==> src/rtl/fbu_pkg.sv <==
// Shared types and sizes for the framebuffer unpacker.
// Assumes a 32-bit framebuffer word and 8-bit colour channels.
package fbu_pkg;
    localparam int WORD_W = 32;
    localparam int CH_W   = 8;
    localparam int FLD_W  = 24;   // widest field any format decodes
    localparam int CNT_W  = $clog2(WORD_W);
    localparam int LG_W   = 3;

    typedef enum logic [2:0] {
        FMT_INDEX = 3'd0,
        FMT_5551  = 3'd1,
        FMT_565   = 3'd2,
        FMT_444   = 3'd3,
        FMT_888   = 3'd4
    } fmt_e;

    typedef struct packed {
        logic [LG_W-1:0] lg;    // log2 of bits per pixel
        fmt_e            fmt;
        logic            swap;  // channel A goes to blue
    } mode_t;
endpackage

==> src/rtl/fbu_mode_dec.sv <==
// Decodes depth code, BGR control and external mux into pixel size,
// layout and channel order. EXTENDED picks the variant at elaboration.
module fbu_mode_dec
    import fbu_pkg::*;
#(
    parameter bit EXTENDED = 1'b0
) (
    input  logic [2:0] depth,
    input  logic       bgr,
    input  logic [1:0] mux,
    output mode_t      mode
);
    generate
        if (EXTENDED) begin : g_ext
            // Extended variant: layout comes from the depth code alone.
            always_comb begin
                mode.swap = bgr;
                mode.lg   = 3'd4;
                mode.fmt  = FMT_5551;
                case (depth)
                    3'd0, 3'd1, 3'd2, 3'd3: begin
                        mode.lg   = depth;
                        mode.fmt  = FMT_INDEX;
                        mode.swap = 1'b0;
                    end
                    3'd5:    begin mode.lg = 3'd5; mode.fmt = FMT_888; end
                    3'd6:    mode.fmt = FMT_565;
                    3'd7:    mode.fmt = FMT_444;
                    default: mode.fmt = FMT_5551;
                endcase
            end
        end else begin : g_base
            // Base variant: the 16-bit layout comes from the external mux.
            always_comb begin
                mode.swap = bgr;
                mode.lg   = 3'd4;
                mode.fmt  = FMT_565;
                case (depth)
                    3'd0, 3'd1, 3'd2, 3'd3: begin
                        mode.lg   = depth;
                        mode.fmt  = FMT_INDEX;
                        mode.swap = 1'b0;
                    end
                    3'd5: begin mode.lg = 3'd5; mode.fmt = FMT_888; end
                    default: begin
                        case (mux)
                            2'd1:    mode.fmt = FMT_5551;
                            2'd3:    mode.swap = 1'b1;
                            default: mode.fmt = FMT_565;
                        endcase
                    end
                endcase
            end
        end
    endgenerate
endmodule

==> src/rtl/fbu_word_buf.sv <==
// Holds one framebuffer word and the index of the next pixel to emit.
// Assumes last_idx stays constant while a word is held.
module fbu_word_buf
    import fbu_pkg::*;
(
    input  logic              clk,
    input  logic              rst_n,
    input  logic              in_valid,
    input  logic [WORD_W-1:0] in_data,
    output logic              in_ready,
    output logic              out_valid,
    input  logic              out_ready,
    input  logic [CNT_W-1:0]  last_idx,
    output logic [WORD_W-1:0] word,
    output logic [CNT_W-1:0]  idx
);
    logic full;
    logic at_last;

    assign at_last   = (idx == last_idx);
    assign out_valid = full;
    assign in_ready  = !full || (out_ready && at_last);

    // Load a new word, step through its pixels, release it after the last.
    always_ff @(posedge clk) begin
        if (!rst_n) begin
            full <= 1'b0;
            idx  <= '0;
            word <= '0;
        end else if (in_valid && in_ready) begin
            word <= in_data;
            full <= 1'b1;
            idx  <= '0;
        end else if (full && out_ready) begin
            if (at_last) full <= 1'b0;
            else         idx  <= idx + 1'b1;
        end
    end
endmodule

==> src/rtl/fbu_pix_sel.sv <==
// Maps the emission index onto a slot in the word and extracts the field.
// Byte-endian ordering takes priority over pixel-endian ordering.
module fbu_pix_sel
    import fbu_pkg::*;
(
    input  logic [WORD_W-1:0] word,
    input  logic [CNT_W-1:0]  idx,
    input  logic [LG_W-1:0]   lg,
    input  logic              byte_be,
    input  logic              pix_be,
    output logic [CNT_W-1:0]  last_idx,
    output logic [FLD_W-1:0]  field
);
    logic [CNT_W:0]     pcount;
    logic [CNT_W-1:0]   in_byte_m1;
    logic [CNT_W-1:0]   slot;
    logic [2*CNT_W-1:0] sh_wide;
    logic [CNT_W-1:0]   shamt;
    logic [CNT_W:0]     bpp;
    logic [FLD_W-1:0]   mask;

    // Pixel count, the in-byte reversal mask and the slot for this index.
    always_comb begin
        pcount     = (CNT_W+1)'(WORD_W) >> lg;
        last_idx   = CNT_W'(pcount - 1'b1);
        in_byte_m1 = (lg < 3'd3) ? CNT_W'((4'd8 >> lg) - 4'd1) : '0;
        if (byte_be)     slot = last_idx - idx;
        else if (pix_be) slot = idx ^ in_byte_m1;
        else             slot = idx;
    end

    // Shift the chosen slot down and mask it to the pixel width.
    always_comb begin
        sh_wide = {{CNT_W{1'b0}}, slot} << lg;
        shamt   = sh_wide[CNT_W-1:0];
        bpp     = (CNT_W+1)'(1) << lg;
        mask    = FLD_W'((33'd1 << bpp) - 33'd1);
        field   = FLD_W'(word >> shamt) & mask;
    end
endmodule

==> src/rtl/fbu_color.sv <==
// Turns an extracted field into an index or three widened colour channels.
// Narrow channels are widened by a left shift with zeros below.
module fbu_color
    import fbu_pkg::*;
(
    input  logic [FLD_W-1:0] field,
    input  fmt_e             fmt,
    input  logic             swap,
    output logic             direct,
    output logic [CH_W-1:0]  index,
    output logic [CH_W-1:0]  r,
    output logic [CH_W-1:0]  g,
    output logic [CH_W-1:0]  b
);
    logic [CH_W-1:0] ch_a;
    logic [CH_W-1:0] ch_c;

    // Unpack the channels for the active layout.
    always_comb begin
        direct = 1'b1;
        index  = '0;
        ch_a   = '0;
        g      = '0;
        ch_c   = '0;
        case (fmt)
            FMT_5551: begin
                ch_a = {field[4:0],   3'b0};
                g    = {field[9:5],   3'b0};
                ch_c = {field[14:10], 3'b0};
            end
            FMT_565: begin
                ch_a = {field[4:0],   3'b0};
                g    = {field[10:5],  2'b0};
                ch_c = {field[15:11], 3'b0};
            end
            FMT_444: begin
                ch_a = {field[3:0],  4'b0};
                g    = {field[7:4],  4'b0};
                ch_c = {field[11:8], 4'b0};
            end
            FMT_888: begin
                ch_a = field[7:0];
                g    = field[15:8];
                ch_c = field[23:16];
            end
            default: begin
                direct = 1'b0;
                index  = field[7:0];
            end
        endcase
    end

    // Place the outer channels according to the swap control.
    always_comb begin
        r = swap ? ch_c : ch_a;
        b = swap ? ch_a : ch_c;
    end
endmodule

==> src/rtl/fb_unpack.sv <==
// Framebuffer word to pixel unpacker, top level. The configuration
// inputs must not change while out_valid is high.
module fb_unpack
    import fbu_pkg::*;
#(
    parameter bit EXTENDED = 1'b0,
    parameter int WIDTH_W  = 12
) (
    input  logic               clk,
    input  logic               rst_n,
    input  logic [2:0]         cfg_depth,
    input  logic               cfg_bgr,
    input  logic               cfg_byte_be,
    input  logic               cfg_pix_be,
    input  logic [1:0]         fmt_mux,
    input  logic [WIDTH_W-1:0] line_width,
    output logic [WIDTH_W+1:0] line_bytes,
    input  logic               in_valid,
    input  logic [31:0]        in_data,
    output logic               in_ready,
    output logic               out_valid,
    input  logic               out_ready,
    output logic               out_direct,
    output logic [7:0]         out_index,
    output logic [7:0]         out_r,
    output logic [7:0]         out_g,
    output logic [7:0]         out_b
);
    localparam int LB_W = WIDTH_W + 2;

    mode_t              mode;
    logic [WORD_W-1:0]  word;
    logic [CNT_W-1:0]   idx;
    logic [CNT_W-1:0]   last_idx;
    logic [FLD_W-1:0]   field;
    logic [LB_W-1:0]    wext;

    fbu_mode_dec #(.EXTENDED(EXTENDED)) u_dec (
        .depth (cfg_depth),
        .bgr   (cfg_bgr),
        .mux   (fmt_mux),
        .mode  (mode)
    );

    fbu_word_buf u_buf (
        .clk       (clk),
        .rst_n     (rst_n),
        .in_valid  (in_valid),
        .in_data   (in_data),
        .in_ready  (in_ready),
        .out_valid (out_valid),
        .out_ready (out_ready),
        .last_idx  (last_idx),
        .word      (word),
        .idx       (idx)
    );

    fbu_pix_sel u_sel (
        .word     (word),
        .idx      (idx),
        .lg       (mode.lg),
        .byte_be  (cfg_byte_be),
        .pix_be   (cfg_pix_be),
        .last_idx (last_idx),
        .field    (field)
    );

    fbu_color u_col (
        .field  (field),
        .fmt    (mode.fmt),
        .swap   (mode.swap),
        .direct (out_direct),
        .index  (out_index),
        .r      (out_r),
        .g      (out_g),
        .b      (out_b)
    );

    // Bytes per display line for the selected depth code.
    always_comb begin
        wext = LB_W'(line_width);
        case (cfg_depth)
            3'd0:    line_bytes = wext >> 3;
            3'd1:    line_bytes = wext >> 2;
            3'd2:    line_bytes = wext >> 1;
            3'd3:    line_bytes = wext;
            3'd5:    line_bytes = wext << 2;
            default: line_bytes = wext << 1;
        endcase
    end
endmodule

==> config.mk <==
export PLATFORM = sky130hd
export DESIGN_NAME = fb_unpack
export DESIGN_NICKNAME = d
export VERILOG_FILES = /design/src/rtl/fbu_pkg.sv /design/src/rtl/fbu_mode_dec.sv /design/src/rtl/fbu_word_buf.sv /design/src/rtl/fbu_pix_sel.sv /design/src/rtl/fbu_color.sv /design/src/rtl/fb_unpack.sv
export SDC_FILE = /design/constraint.sdc
export NUM_CORES = 1
export LEC_CHECK = 0
export ABC_AREA = 1
export CAP_MARGIN = 5
export CORE_UTILIZATION = 50
export DETAILED_ROUTE_END_ITERATION = 10
export PLACE_DENSITY = 0.77
export SLEW_MARGIN = 10
export SYNTH_ARGS = -nofsm -noshare
export SYNTH_HDL_FRONTEND = slang
export SYNTH_HIERARCHICAL = 1
export SYNTH_SLANG_ARGS = --single-unit
export TNS_END_PERCENT = 20
==> constraint.sdc <==
create_clock -name clk -period 4.5 [get_ports clk]
set_input_delay 0.675 -clock clk [delete_from_list [all_inputs] [get_ports clk]]
set_output_delay 0.675 -clock clk [all_outputs]
set_load 0.01 [all_outputs]
==> impl_metrics.py <==
metrics = {
    "worst_setup_path": {
        "crit_fanout": 8,
        "cpMaxStageDelayCell": "a21oi_2",
        "worstSetupPathType": "input port to primary output",
        "cp-start-kind": "input port",
        "critPathArrivalTime_ps": 4100,
        "endpoint_kind": "primary output",
        "required_ps": 3830,
        "max_stage_delay_ps": 250,
        "cpMostUsedCell": "nand2_1",
    },
    "placement": {
        "io_buffers": 104,
        "gp_congestion": 0.969,
        "place_ws_ps": -1290,
        "dp.cells": 1497,
        "hpwl_mm": 15.0,
    },
    "logic_synthesis": {
        "netlist_top_cells_count": "nand2_1, nand3_1, inv_1, nor2_1, nand4_1",
        "ys.flop_type": "dfxtp_1",
        "synthTopCellsByArea": "nand2_1, nand3_1, dfxtp_1",
        "syn_area_per_cell_um2": 5.23,
        "synth_largest_area_cell": "nand2_1",
        "synth_edf_count": 0,
        "ys_types": 42,
        "ys_ff_latch": 38,
        "synthArstFlopShare": 0,
        "yosysTopAreaCellShare": 0.244,
        "synth_nets": 1250,
        "yosysSeqAreaShare": 0.123,
        "yosysWarnings": 6,
        "syn_inst": 1184,
        "synth_most_common_cell": "nand2_1",
        "netlist_area_um2": 6190,
    },
    "sta": {
        "finalCriticalPeriod_ps": 4770,
        "fmax_ghz": 0.210,
        "skew_ps": 7.87,
        "fin_ws_ps": -271,
        "slew_headroom": 0.290,
        "finalCritPeriodShare": 1.06,
        "tightest_slew_ps": 1070,
        "slew_violations": 0,
        "rsz0062_at_grt": "true",
        "setup_tns_ps": -4450,
        "setup_viol": 31,
        "hold_viol": 0,
    },
    "floorplan": {
        "fp-row-count": 40,
        "start_util": 0.513,
        "die_area_um2": 12800,
        "die_y_um": 113,
        "die_w_um": 113,
        "ios": 105,
        "core_um2": 12100,
    },
    "worst_hold_path": {
        "hold_class": "flop to flop",
    },
    "cts": {
        "hold_buffers": 0,
        "clock_sinks": 38,
        "h-tree-depth": 2,
        "clockRootBuffer": "clkbuf_16",
        "clk_pin_slew_ps": 50,
        "cts_inserted_buffers": 5,
        "clk_latency_ps": 290,
        "clk_path_buf_depth": 2,
        "tritoncts": "built",
    },
    "global_route": {
        "grt_overflow_total": 0,
        "grt_use_total": 0.320,
        "grt_max_degree": 67,
        "grt_antenna_before_repair": 0,
        "grt_pass1_wl_mm": 34.1,
        "grt_pass1_vias": 7305,
    },
    "run_status": {
        "violations": "setup timing",
        "status": "finished with violations",
    },
    "power": {
        "leakage_nw": 4.55,
        "switching_share": 0.420,
        "power_mw": 2.06,
        "internal_power_mw": 1.20,
        "clkPwrFrac": 0.227,
        "ir_drop_uv": 214,
        "powerDensity_nw_per_um2": 233,
        "p_seq_frac": 0.186,
        "pwr-share-comb": 0.588,
        "p_switching_mw": 0.865,
    },
    "routing": {
        "drt-initial-drc-count": 919,
        "drc": 0,
        "vias": 8548,
        "drtAntennaViolNets": 0,
        "drt_first_pass_iters": 8,
        "wire_per_inst_um": 13.9,
        "routed_wl_mm": 21.6,
        "vias_per_cell": 5.53,
    },
    "final_layout": {
        "area_growth_pct": 42.8,
        "num_antenna_cells": 0,
        "fin_nets": 1443,
        "layout-drive-gt1-share": 0.245,
        "instances_no_fill": 1546,
    },
    "job": {
        "cap_violations": 0,
    },
}
-- layout make-up --
type                    instances  area (µm²)
flip-flops and latches         38         761
clock inverters                 3        68.8
well taps                     168         210
repair inverters                1        3.75
clock buffers                   5         125
multi-input cells             926        4840
fillers                      1037        3220
repair buffers                255        2220
inverters                     150         613
-- worst max-delay path, delay by kind of cell --
family	cells	cell delay, ps
AND/OR/NAND/NOR	14	1410
AO/OA/AOI/OAI	5	790
buffers and inverters	7	600
adder cells (fa/ha/maj)	2	400
XOR/XNOR	1	190
-- per-layer routing --
layer	routed length, µm	vias to the layer above	global-route usage
met4	782	0	0.127
met2	9590	418	0.499
met3	1710	70	0.0354
met1	9470	3824	0.450
li1	-	4236	-
met5	0	-	0
-- through the flow --
| step | hold WS (ps) | instance area, µm² | util |
|---|---|---|---|
| 2_1_floorplan | 452 | 6210 | - |
| 3_3_place_gp | 462 | 7910 | 0.656 |
| 3_5_place_dp | 470 | 7910 | 0.656 |
| 4_1_cts | 485 | 8550 | 0.709 |
| 5_1_grt | 512 | 8840 | 0.733 |
| 6_report | 480 | 8840 | 0.733 |
-- worst paths after layout --
check | slack (ps) | depth (start not counted) | from | end
worst max-delay path | -270 | 29 | cfg_depth[1] | out_r[5]
worst min register to register | 480 | 2 | u_buf/word[22] | u_buf/word[22]
worst min-delay path | 480 | 2 | u_buf/word[22] | u_buf/word[22]
worst max register to register | 2420 | 10 | u_buf/idx[1] | u_buf/idx[2]
-- power by group through the flow --
stage / Clock (mW) / Combinational [mW] / Sequential (mW)
after floorplan: 0 / 0.631 / 0.384
after global placement: 0 / 1.02 / 0.388
after detailed placement: 0 / 1.03 / 0.389
after CTS: 0.467 / 1.12 / 0.382
after global routing: 0.490 / 1.31 / 0.386
final: 0.468 / 1.21 / 0.383
-- kinds of logic after synthesis --
logic type	Yosys count	share of synthesized area
AO/OA/AOI/OAI	109	0.0955
XOR/XNOR	5	0.00708
adder cells (fa/ha/maj)	10	0.0214
buffers and inverters	221	0.165
flip-flops	38	0.123
AND/OR/NAND/NOR	801	0.588
-- cells in the final DEF (no fill, tap or decap), types with 10 or more instances in the layout --
cell	n
buf_4	129
nand3_2	20
inv_2	13
a21oi_2	16
nand4_1	74
nor2_2	17
clkdlybuf4s50_1	68
nor2_1	81
inv_1	127
dfxtp_1	38
o21ai_1	24
nand2_4	10
nand2_2	23
o21ai_0	14
a21oi_1	38
buf_2	32
nand3_1	175
buf_6	10
nand2_1	379
-- flip-flops by register name, summed over array words and instances, names as in the netlist --
signal,flops
u_buf/out_valid,1
u_buf/word,32
u_buf/idx,5
-- timing repair --
action                                  in CTS  in global routing
resized for setup                          230                 58
buffers inserted                            29                  9
pin swaps                                   48                 35
cloned                                       4                  3
endpoints found under the setup margin      32                 32
Note: power is estimated with default switching activity, not from simulation.
